===== config.mk =====
export PLATFORM = sky130hd
export DESIGN_NAME = capture_timer
export DESIGN_NICKNAME = d
export VERILOG_FILES = /design/src/rtl/ctmr_pkg.sv /design/src/rtl/ctmr_edge_sync.sv /design/src/rtl/ctmr_tick_sel.sv /design/src/rtl/ctmr_counter.sv /design/src/rtl/ctmr_capture.sv /design/src/rtl/capture_timer.sv
export SDC_FILE = /design/constraint.sdc
export NUM_CORES = 1
export LEC_CHECK = 0
export ABC_AREA = 1
export BUFFER_PORTS_ARGS = -buffer_cell sky130_fd_sc_hd__buf_4
export CORE_ASPECT_RATIO = 1.2
export CORE_MARGIN = 8
export CORE_UTILIZATION = 55
export CTS_BUF_LIST = sky130_fd_sc_hd__clkbuf_8 sky130_fd_sc_hd__clkbuf_16
export DETAILED_ROUTE_END_ITERATION = 7
export MAX_ROUTING_LAYER = met4
export PLACE_DENSITY = 0.85
export SLEW_MARGIN = 10
export SYNTH_ARGS = -nofsm -noshare
export SYNTH_HDL_FRONTEND = slang
export SYNTH_HIERARCHICAL = 1
export SYNTH_SLANG_ARGS = --single-unit
export TNS_END_PERCENT = 1

===== constraint.sdc =====
create_clock -name clk -period 2.21 [get_ports clk]
set_input_delay 0.442 -clock clk [delete_from_list [all_inputs] [get_ports clk]]
set_output_delay 0.442 -clock clk [all_outputs]
set_load 0.03 [all_outputs]

===== src/rtl/ctmr_pkg.sv =====
package ctmr_pkg;

    typedef enum logic [1:0] {
        CK_PIN   = 2'b00,
        CK_DIV1  = 2'b01,
        CK_DIV4  = 2'b10,
        CK_DIV16 = 2'b11
    } clk_sel_e;

    typedef enum logic [1:0] {
        CAP_OFF      = 2'b00,
        CAP_PIN_RISE = 2'b01,
        CAP_PIN_BOTH = 2'b10,
        CAP_NBR_BOTH = 2'b11
    } cap_mode_e;

    typedef struct packed {
        cap_mode_e capm;
        logic      clr_en;
        clk_sel_e  clksel;
    } mode_cfg_t;

    typedef struct packed {
        logic rise;
        logic fall;
    } edge_t;

    localparam logic [1:0] ADDR_MODE = 2'd0;
    localparam logic [1:0] ADDR_CMP  = 2'd1;
    localparam int         SWCAP_BIT = 5;

    // Interrupt edge follows the capture mode: only the dual-edge pin mode
    // moves the request to the falling edge.
    function automatic logic irq_edge(input cap_mode_e m, input edge_t e);
        return (m == CAP_PIN_BOTH) ? e.fall : e.rise;
    endfunction

    function automatic mode_cfg_t decode_mode(input logic [7:0] b);
        mode_cfg_t c;
        c.clksel = clk_sel_e'(b[1:0]);
        c.clr_en = b[2];
        c.capm   = cap_mode_e'(b[4:3]);
        return c;
    endfunction

endpackage


===== src/rtl/ctmr_edge_sync.sv =====
module ctmr_edge_sync
    import ctmr_pkg::*;
#(
    parameter int STAGES = 2
) (
    input  logic  clk,
    input  logic  rst,
    input  logic  d,
    output logic  level,
    output edge_t edges
);
    logic [STAGES-1:0] sh;
    logic              prev;

    always_ff @(posedge clk) begin
        if (rst) begin
            sh   <= '0;
            prev <= 1'b0;
        end else begin
            sh   <= {sh[STAGES-2:0], d};
            prev <= sh[STAGES-1];
        end
    end

    assign level      = sh[STAGES-1];
    assign edges.rise = sh[STAGES-1] & ~prev;
    assign edges.fall = ~sh[STAGES-1] & prev;

    AST_RISE_SINGLE: assert property (@(posedge clk) disable iff (rst)
        edges.rise |=> !edges.rise);

endmodule


===== src/rtl/ctmr_tick_sel.sv =====
module ctmr_tick_sel
    import ctmr_pkg::*;
#(
    parameter int PRE_W  = 4,
    parameter int DIV_A  = 2,
    parameter int DIV_B  = 4
) (
    input  logic     clk,
    input  logic     rst,
    input  logic     base_tick,
    input  logic     pin_rise,
    input  clk_sel_e sel,
    output logic     tick
);
    logic [PRE_W-1:0] pre;
    logic [1:0]       div_tick;
    logic [1:0][PRE_W-1:0] div_mask;

    assign div_mask[0] = PRE_W'((1 << DIV_A) - 1);
    assign div_mask[1] = PRE_W'((1 << DIV_B) - 1);

    always_ff @(posedge clk) begin
        if (rst)            pre <= '0;
        else if (base_tick) pre <= pre + 1'b1;
    end

    for (genvar i = 0; i < 2; i++) begin : g_div
        assign div_tick[i] = base_tick && ((pre & div_mask[i]) == div_mask[i]);
    end

    always_comb begin
        unique case (sel)
            CK_PIN:   tick = pin_rise;
            CK_DIV1:  tick = base_tick;
            CK_DIV4:  tick = div_tick[0];
            default:  tick = div_tick[1];
        endcase
    end

    AST_DIV_NEEDS_BASE: assert property (@(posedge clk) disable iff (rst)
        (tick && sel != CK_PIN) |-> base_tick);

endmodule


===== src/rtl/ctmr_counter.sv =====
module ctmr_counter #(
    parameter int W = 16
) (
    input  logic         clk,
    input  logic         rst,
    input  logic         tick,
    input  logic         run_en,
    input  logic         clr_en,
    input  logic [W-1:0] cmp,
    output logic [W-1:0] cnt,
    output logic         match_irq
);
    logic step;
    logic hit;

    assign step = tick && run_en;
    assign hit  = (cnt == cmp);

    always_ff @(posedge clk) begin
        if (rst) begin
            cnt       <= '0;
            match_irq <= 1'b0;
        end else begin
            match_irq <= step && hit;
            if (step) cnt <= (clr_en && hit) ? '0 : cnt + 1'b1;
        end
    end

    AST_CLEAR_ON_MATCH: assert property (@(posedge clk) disable iff (rst)
        (step && clr_en && hit) |=> (cnt == '0));
    AST_HOLD_NO_RUN: assert property (@(posedge clk) disable iff (rst)
        !run_en |=> $stable(cnt));
    AST_MATCH_IRQ_CAUSE: assert property (@(posedge clk) disable iff (rst)
        $rose(match_irq) |-> $past(run_en));

endmodule


===== src/rtl/ctmr_capture.sv =====
module ctmr_capture
    import ctmr_pkg::*;
#(
    parameter int W = 16
) (
    input  logic         clk,
    input  logic         rst,
    input  logic [W-1:0] cnt,
    input  cap_mode_e    capm,
    input  edge_t        pin_e,
    input  edge_t        nbr_e,
    input  logic         sw_cap,
    output logic [W-1:0] cap0,
    output logic [W-1:0] cap1
);
    logic hw0, hw1;

    always_comb begin
        hw0 = 1'b0;
        hw1 = 1'b0;
        unique case (capm)
            CAP_OFF:      ;
            CAP_PIN_RISE: hw0 = pin_e.rise;
            CAP_PIN_BOTH: begin hw0 = pin_e.rise; hw1 = pin_e.fall; end
            default:      begin hw0 = nbr_e.rise; hw1 = nbr_e.fall; end
        endcase
    end

    // Software capture wins over a hardware capture into register 0.
    always_ff @(posedge clk) begin
        if (rst) begin
            cap0 <= '0;
            cap1 <= '0;
        end else begin
            if (sw_cap || hw0) cap0 <= cnt;
            if (hw1)           cap1 <= cnt;
        end
    end

    AST_CAP1_HOLD: assert property (@(posedge clk) disable iff (rst)
        !hw1 |=> $stable(cap1));
    AST_SW_CAPTURE: assert property (@(posedge clk) disable iff (rst)
        sw_cap |=> (cap0 == $past(cnt)));
    AST_CAP_OFF_HOLD: assert property (@(posedge clk) disable iff (rst)
        (capm == CAP_OFF && !sw_cap) |=> $stable(cap0));

endmodule


===== src/rtl/capture_timer.sv =====
module capture_timer
    import ctmr_pkg::*;
#(
    parameter int CNT_W    = 16,
    parameter int SYNC_LEN = 2,
    parameter int PRE_W    = 4
) (
    input  logic             clk,
    input  logic             rst,
    input  logic             run_en,
    input  logic             base_tick,
    input  logic             ext_pin,
    input  logic             nbr_out,
    input  logic             wr_en,
    input  logic [1:0]       wr_addr,
    input  logic [CNT_W-1:0] wr_data,
    output logic [CNT_W-1:0] count,
    output logic [CNT_W-1:0] cap0,
    output logic [CNT_W-1:0] cap1,
    output logic             cmp_irq,
    output logic             ext_irq
);
    localparam int N_SYNC = 2;

    mode_cfg_t        mode_q;
    logic [CNT_W-1:0] cmp_q;
    logic             mode_wr;
    logic             sw_cap;
    logic             tick;
    logic [N_SYNC-1:0] raw_in;
    logic [N_SYNC-1:0] lvl;
    edge_t            edg [N_SYNC];

    assign mode_wr = wr_en && (wr_addr == ADDR_MODE);
    assign sw_cap  = mode_wr && !wr_data[SWCAP_BIT];
    assign raw_in  = {nbr_out, ext_pin};

    always_ff @(posedge clk) begin
        if (rst) begin
            mode_q <= '0;
            cmp_q  <= '0;
        end else begin
            if (mode_wr)                          mode_q <= decode_mode(wr_data[7:0]);
            if (wr_en && wr_addr == ADDR_CMP)     cmp_q  <= wr_data;
        end
    end

    for (genvar i = 0; i < N_SYNC; i++) begin : g_sync
        ctmr_edge_sync #(.STAGES(SYNC_LEN)) u_sync (
            .clk   (clk),
            .rst   (rst),
            .d     (raw_in[i]),
            .level (lvl[i]),
            .edges (edg[i])
        );
    end

    ctmr_tick_sel #(.PRE_W(PRE_W)) u_tick (
        .clk       (clk),
        .rst       (rst),
        .base_tick (base_tick),
        .pin_rise  (edg[0].rise),
        .sel       (mode_q.clksel),
        .tick      (tick)
    );

    ctmr_counter #(.W(CNT_W)) u_cnt (
        .clk       (clk),
        .rst       (rst),
        .tick      (tick),
        .run_en    (run_en),
        .clr_en    (mode_q.clr_en),
        .cmp       (cmp_q),
        .cnt       (count),
        .match_irq (cmp_irq)
    );

    ctmr_capture #(.W(CNT_W)) u_cap (
        .clk    (clk),
        .rst    (rst),
        .cnt    (count),
        .capm   (mode_q.capm),
        .pin_e  (edg[0]),
        .nbr_e  (edg[1]),
        .sw_cap (sw_cap),
        .cap0   (cap0),
        .cap1   (cap1)
    );

    always_ff @(posedge clk) begin
        if (rst) ext_irq <= 1'b0;
        else     ext_irq <= irq_edge(mode_q.capm, edg[0]);
    end

    AST_EXT_IRQ_PULSE: assert property (@(posedge clk) disable iff (rst)
        ext_irq |=> !ext_irq);
    AST_EXT_IRQ_LEVEL: assert property (@(posedge clk) disable iff (rst)
        ext_irq |-> (lvl[0] == (mode_q.capm != CAP_PIN_BOTH)));

endmodule


Word level (Yosys, flattened, before mapping)
Cells that the tools add are included.
Widths: inputs -> output; s select.
{"block": "op_classes", "n_addsub": 2, "eq_ne": 8, "muxes": 5, "bitwise_logic": 8, "reduce_logical": 15}
{"cell": "$add 16x1->16 const B", "count": 1}
{"cell": "$eq 16x16->1", "count": 1}
{"cell": "$mux 16", "count": 1}
{"cell": "$logic_and 1x1->1", "count": 8}
{"cell": "$eq 2x1->1 const B", "count": 3}
{"cell": "$eq 2x2->1 const B", "count": 3}
{"cell": "$logic_not 2->1", "count": 3}
{"cell": "$add 4x1->4 const B", "count": 1}
{"cell": "$and 1x1->1", "count": 4}
{"cell": "$eq 4x4->1 const B", "count": 1}
{"cell": "$not 1->1", "count": 4}
{"cell": "$pmux 1 s2", "count": 2}
{"cell": "$reduce_or 2->1", "count": 2}
{"cell": "$pmux 1 s3", "count": 1}
{"cell": "$logic_not 1->1", "count": 1}
{"cell": "$logic_or 1x1->1", "count": 1}
{"cell": "$mux 1", "count": 1}
{"block": "word_totals", "register_bits": 81, "output_inout_bits": 50}

Logic depth before layout (Yosys ltp)
Gate-level depths: netlist of the first run.
{"block": "logic_depth", "ltp_word": 5, "mapped_depth": 12}

By module
Netlist of the first run, hierarchy kept.
{"module": "ctmr_capture", "n_inst": 1, "cells_per_inst": 185, "area_each_um2": 1363.8, "seq_area_each_um2": 640.6}
{"module": "ctmr_counter", "n_inst": 1, "cells_per_inst": 201, "area_each_um2": 1201.2, "seq_area_each_um2": 340.3}
{"module": "capture_timer", "n_inst": 1, "cells_per_inst": 145, "area_each_um2": 943.4, "seq_area_each_um2": 440.4}
{"module": "ctmr_tick_sel", "n_inst": 1, "cells_per_inst": 30, "area_each_um2": 200.2, "seq_area_each_um2": 80.1}
{"module": "ctmr_edge_sync", "n_inst": 2, "cells_per_inst": 12, "area_each_um2": 93.8, "seq_area_each_um2": 60.1}

Least setup slack after synthesis of the first run
No wires, ideal clock.
{"block": "synth_path", "path_kind": "register -> register", "start": "register u_cnt.cnt[0]", "end": "register u_cnt.cnt[10]", "setup_time_ns": 0.116, "arrival_time_ns": 1.543, "required_ns": 2.094, "setup_slack_ns": 0.551, "stages_incl_launch_ff": 8, "n_path_buf": 0, "synth_period_minus_slack_ns": 1.659, "cell_sequence": "dfxtp_1 -> ha_1 -> nand3_1 -> nor2_1 -> nand3_1 -> nor2_1 -> xor2_1 -> nor2_2"}
{"block": "synth_between", "elab_chain_len": 3, "elab_cells_between_ends": 4, "cone_classes": "add/sub (1); eq/ne (1); mux (1); reduce/logical (1)"}
{"item": "start, declared", "line": "ctmr_counter.sv:10", "text": "output logic [W-1:0] cnt,"}
{"item": "start signal, assigned", "line": "ctmr_counter.sv:25", "text": "if (step) cnt <= (clr_en && hit) ? '0 : cnt + 1'b1;"}
{"item": "parallel branches: the longest is 2 deep, another holds $add 16x1->16"}
{"item": "$mux 16 (*)", "line": "ctmr_counter.sv:25"}
Mark *: on every way between the ends.
A chain may end at the register's enable or synchronous reset.

==> impl_metrics.tcl, run 1 <==
set metrics [dict create \
    grt_max_degree 33 \
    floorplan.rows 33 \
    start_kind "flop" \
    vias 3749 \
    die_h_um 108.2 \
    hold_violations 0 \
    worst-setup-path-type "flop to flop" \
    gp_congestion 0.8678 \
    power_mw 3.053 \
    routedWlPerCell_um 12.71 \
    routed_wl_mm 9.467 \
    root_buffer "clkbuf_8" \
    yosysWarnings 6 \
    cp-end-kind "flop" \
    maxCapViolCount 0 \
    grt-ovfl-total 0 \
    cts_tree "built" \
    start_util_pct 56.85 \
    netlist_area_mm2 0.003896 \
    cts_setup_buffers 0 \
    rsz0062_at_grt "false" \
    hold_class "input port to flop" \
    report.final.slew_viol_count 0 \
    synth_seq_area_share_pct 41.62 \
    avgSynthCellArea_um2 6.660 \
    hold_buffers 0 \
    powerDensity_mw_per_mm2 652.7 \
    dpl.hpwl_mm 6.597 \
    drt-initial-drc-count 246 \
    setup_viol 0 \
    clock_sinks 81 \
    ios 75 \
    peakVddDrop_mv 0.3481 \
    drive_gt1_share_pct 18.84 \
    outcome "completed" \
    worst_clock_skew_ps 6.591 \
    h-tree-depth 3 \
    synthesis.nets 614 \
    slew-limit-headroom_pct 51.40 \
    area_delta_synth_final_pct 20.07 \
    final.setup.tns_ps 0 \
    ant_nets 0 \
    ys_types 26 \
    netlist_instances 585 \
    drc 0 \
    max_freq_ghz 0.5174 \
    worst_pin_slew_ps 727.3 \
    antenna_found_initial 0 \
    clkSlewWorstSetupHoldPaths_ps 90 \
    clkLatencyLatePin_ps 350 \
    core_area_mm2 0.006854 \
    dieArea_mm2 0.01004 \
    numPortBuffers 74 \
    ys_seq_elements 81 \
    worst-endpoint-arrival_ps 2220 \
    chipWidth_um 92.84 \
    cts_made_buffers 9 \
    fin_crit_sh_pct 87.45 \
    worst-endpoint-required_ps 2500 \
    clockBufferDepth 2 \
    timing.hold.ws_ps 294.8 \
    grt_pass1_vias 3478 \
    viasPerCell 5.032 \
    worst-path-max-fanout 9 \
    grtUsageTotal_pct 19.23 \
    cts_resized 0 \
    period_minus_slack_ps 1933 \
    first_pass_iters 5 \
    insertedDiodeCount 0 \
    grt_pass1_wl_mm 15.41 \
    num-nets-final 682 \
    power_leakage_nw 2.247 \
]
final cells by class:
class                      count  area, um2
sequential                    81       1622
tap                           87      108.9
clock inverter                 7      93.84
inverter                      94      352.8
multi-input combinational    389       1792
fill                         621       2176
clock buffer                   9      123.9
timing repair buffer          78      585.6
placed cells by master, fill, tap and decap left out, types with 2 or more instances in the layout:
master / instances
a21oi_1: 40
buf_4: 78
bufinv_16: 2
clkbuf_8: 9
dfxtp_1: 81
ha_1: 4
inv_1: 91
inv_2: 4
inv_6: 2
nand2_1: 149
nand2_2: 4
nand2_4: 3
nand3_1: 44
nand3_2: 4
nand4_1: 5
nor2_1: 96
nor2_2: 13
nor3_1: 5
o21ai_0: 9
xor2_1: 8
cells by family after synthesis:
| family | Yosys count | share of synthesized area (%) |
|---|---|---|
| xor gates and xnor gates | 8 | 1.798 |
| DFF | 81 | 41.62 |
| and+or+nand+nor | 325 | 35.87 |
| buffers and inverters | 115 | 12.59 |
| adders and majority gates | 4 | 1.285 |
| AOI/OAI and AO/OA | 52 | 6.840 |
routing by layer:
layer | wire (um) | GRT usage [%] | up-vias | share of wire [%]
li1 | - | - | 1917 | -
met1 | 3980 | 21.24 | 1678 | 42
met2 | 4622 | 32.37 | 131 | 49
met3 | 635 | 3.465 | 23 | 6.7
met4 | 228 | 10.03 | 0 | 2.4
met5 | 0 | - | - | 0
path summary, 6_finish.rpt:
kind                                                         from                                end  slack, ps  depth (start not counted)
worst max-delay path            g_sync[0].u_sync/sh[1]$_SDFF_PP0_          u_cnt/cnt[9]$_SDFFE_PP0P_        280                         11
worst min-delay path                                      nbr_out  g_sync[1].u_sync/sh[0]$_SDFF_PP0_        290                          3
worst max register to register  g_sync[0].u_sync/sh[1]$_SDFF_PP0_          u_cnt/cnt[9]$_SDFFE_PP0P_        280                         11
worst min register to register  g_sync[1].u_sync/sh[0]$_SDFF_PP0_  g_sync[1].u_sync/sh[1]$_SDFF_PP0_        410                          2
power by group:
| group | internal (mW) | switching (mW) | total (mW) |
|---|---|---|---|
| Combinational | 0.125 | 0.198 | 0.323 |
| Clock | 0.638 | 0.552 | 1.19 |
| Sequential | 1.50 | 0.0356 | 1.54 |
synthesized netlist by cell type:
master    count  share of area, %
nor2_1       96               9.2
nor3_2        1              0.26
o21ai_0       9               1.2
buf_12        1              0.51
nand2_2       4              0.64
nand3_2       4               1.0
inv_1        90               8.7
ha_1          4               1.3
inv_2         4              0.39
nor2_4        1              0.29
nand4_1       5              0.80
buf_4         1              0.19
dfxtp_1      81                42
buf_2        13               1.7
nand3_1      44               5.7
o21ai_1       1              0.13
nor3_1        5              0.64
clkbuf_1      3              0.29
o21bai_1      1              0.19
buf_6         3              0.87
a21oi_2       1              0.22
nor2_2       13               2.1
xor2_1        8               1.8
a21oi_1      40               5.1
nand2_4       3              0.87
nand2_1     149                14
worst max-delay path, cell delays in order (launching register included):
cell	delay, ps
dfxtp_1	340
inv_1	60
nor2_1	270
o21ai_0	120
nand2_1	110
nand2_2	110
buf_4	190
nor3_2	230
nand3_1	140
o21ai_1	140
nand2_1	70
nor2_2	90
state kept, by name (all words and copies together) (netlist names):
signal	cells
cmp_q	16
u_cap/cap0	16
u_cap/cap1	16
u_cnt/cnt	16
mode_q	5
g_sync.u_sync/sh	4
u_tick/pre	4
g_sync.u_sync/prev	2
ext_irq	1
u_cnt/match_irq	1
per-stage QoR:
| step | util (%) | worst slack [ps] | area (um2) | std cells |
|---|---|---|---|---|
| final | 68.25 | 277.4 | 4678 | 745 |
| after global routing | 68.25 | 7.159 | 4678 | 745 |
| after CTS | 68.15 | 199.6 | 4671 | 745 |
| after detailed placement | 64.97 | 175.4 | 4453 | 729 |
| after global placement | 64.97 | 242.4 | 4453 | 729 |
| after floorplan | - | 551.0 | 3896 | 585 |
Power figures use the tool's default switching activity.
==> run 2, diff against run 1 <==
Settings changed: ABC_AREA 1 to unset, CORE_UTILIZATION 55 to 54, GPL_TIMING_DRIVEN set to 0.
==> impl_metrics.tcl, run 2 <==
set metrics [dict create \
    power_leakage_nw 1.755 \
    core_area_mm2 0.006366 \
    worst-endpoint-arrival_ps 2280 \
    yosys-top-cells-area "dfxtp_1 46%, mux2i_1 6.8%, nand2b_1 5.7%, xnor2_1 5.5%, nand2_1 4.9%" \
    fin_crit_sh_pct 92.14 \
    viasPerCell 5.378 \
    floorplan.rows 32 \
    ys_dominant_reg_cell "dfxtp_1" \
    synth_edf_count 0 \
    ys_seq_elements 81 \
    critPathLaunch "u_tick/pre[1]$_SDFFE_PP0P_" \
    synth_top_area_share_pct 45.97 \
    clockBufferDepth 2 \
    start_kind "flop" \
    maxCapViolCount 0 \
    max_freq_ghz 0.4911 \
    yosys-top-cells-count "81 x dfxtp_1, 46 x nand2_1, 32 x nand2b_1, 28 x nor2_1, 27 x a21oi_1" \
    yosysWarnings 6 \
    place_ws_ps 21.62 \
    rsz0062_at_grt "false" \
    cts_tree "built" \
    numPortBuffers 74 \
    clkSlewWorstSetupHoldPaths_ps 80 \
    grt-ovfl-total 0 \
    vias 2985 \
    first_pass_iters 5 \
    drc 0 \
    fin_cells 555 \
    dpl.hpwl_mm 6.336 \
    grt_pass1_vias 3028 \
    synthArstFlopShare_pct 0 \
    synthesis.nets 409 \
    worst_pin_slew_ps 625.3 \
    seq_area_mm2 0.001623 \
    routedWlPerCell_um 15.42 \
    netlist_instances 380 \
    routed_wl_mm 8.560 \
    worst-endpoint-required_ps 2450 \
    worst_clock_skew_ps 12.66 \
    avgSynthCellArea_um2 9.282 \
    worst-setup-path-type "flop to flop" \
    setup_viol 0 \
    drt-initial-drc-count 175 \
    die_h_um 104.5 \
    cts_setup_buffers 0 \
    peakVddDrop_mv 0.3735 \
    power_mw 2.850 \
    root_buffer "clkbuf_8" \
    area_delta_synth_final_pct 25.12 \
    hold_buffers 0 \
    chipWidth_um 89.78 \
    hold_start "ext_pin" \
    hold_violations 0 \
    ios 75 \
    cp-end-kind "flop" \
    clkLatencyLatePin_ps 350 \
    period_minus_slack_ps 2036 \
    grt_pass1_wl_mm 14.37 \
    synthMostInstantiatedCell "dfxtp_1" \
    mostFrequentLayoutCell "dfxtp_1" \
    mostFrequentLayoutCells "80 x dfxtp_1, 74 x buf_4, 46 x nand2_1" \
    h-tree-depth 3 \
    setup_ws_ps 173.7 \
    r2r-start "u_tick/pre[1]$_SDFFE_PP0P_" \
    synth_top_area_cell "dfxtp_1" \
    synth_seq_area_share_pct 45.97 \
    multi_input_area_mm2 0.001792 \
    cts_made_buffers 9 \
    dp.cells 539 \
    hold_class "input port to flop" \
    netlist_area_mm2 0.003527 \
    worst-path-max-fanout 5 \
    num-nets-final 494 \
    ys_types 40 \
    slew-limit-headroom_pct 58.18 \
    grt_max_degree 21 \
    clock_sinks 81 \
    outcome "completed" \
    powerDensity_mw_per_mm2 645.8 \
    gp_congestion 0.8370 \
    drive_gt1_share_pct 25.32 \
    ant_nets 0 \
    start_util_pct 55.40 \
    dieArea_mm2 0.009384 \
    fill_cells 501 \
    cts_resized 1 \
    final.setup.tns_ps 0 \
    grtUsageTotal_pct 19.09 \
    antenna_found_initial 0 \
    report.final.slew_viol_count 0 \
    insertedDiodeCount 0 \
]
## run 2: metrics by stage
step	cell area (um2)	util, %	hold slack, ps
floorplan	3527	-	413.8
global placement	4189	65.80	418.4
detailed placement	4189	65.80	423.1
CTS	4412	69.30	290.3
global route	4413	69.32	280.0
finish	4413	69.32	303.6
## run 2: critical path, cell delays in order (launching register included)
cell,delay [ps]
dfxtp_1,370
ha_1,180
mux2i_1,80
a31oi_1,140
a22o_1,190
nand4_1,110
or2_2,300
buf_2,160
nor3b_2,200
xnor2_1,140
nor2_1,60
## run 2: logic make-up after synthesis
kind of cell,count (synthesis),share of synthesized area [%]
and+or+nand+nor,164,24.62
buffers and inverters,19,3.370
adders and majority gates,4,1.419
AOI/OAI and AO/OA,56,9.862
DFF,81,45.97
muxes,24,6.811
xor gates and xnor gates,32,7.946
## run 2: worst paths after layout
path / cells past startpoint / to / slack, ps
hold reg to reg: 1 / g_sync[0].u_sync/sh[1]$_SDFF_PP0_ / 440
setup reg to reg: 10 / u_cnt/cnt[14]$_SDFFE_PP0P_ / 170
setup / recovery: 10 / u_cnt/cnt[14]$_SDFFE_PP0P_ / 170
hold / removal: 2 / g_sync[0].u_sync/sh[0]$_SDFF_PP0_ / 300
## run 2: routing by layer
layer / GRT usage, % / up-vias / part of all wire [%]
met3: 5.082 / 21 / 5.8
li1: - / 1447 / -
met5: - / - / 0
met2: 31.03 / 103 / 49
met4: 10.55 / 0 / 2.9
met1: 20.79 / 1414 / 42
## run 2: power by group
part	total (mW)	internal, mW	leakage [nW]	switching (mW)
combinational	0.192	0.0953	0.988	0.0969
clock	1.16	0.636	0.111	0.523
sequential	1.50	1.48	0.656	0.0180
total	2.85	2.21	1.75	0.638
## run 2: layout make-up
cell class	instances	share of cell area, %
Sequential cell	81	36.77
Clock buffer	9	2.807
Clock inverter	7	2.126
Inverter	2	0.1701
Buffer	17	2.523
Multi-Input combinational cell	280	40.60
Tap cell	85	2.410
Timing Repair Buffer	74	12.59
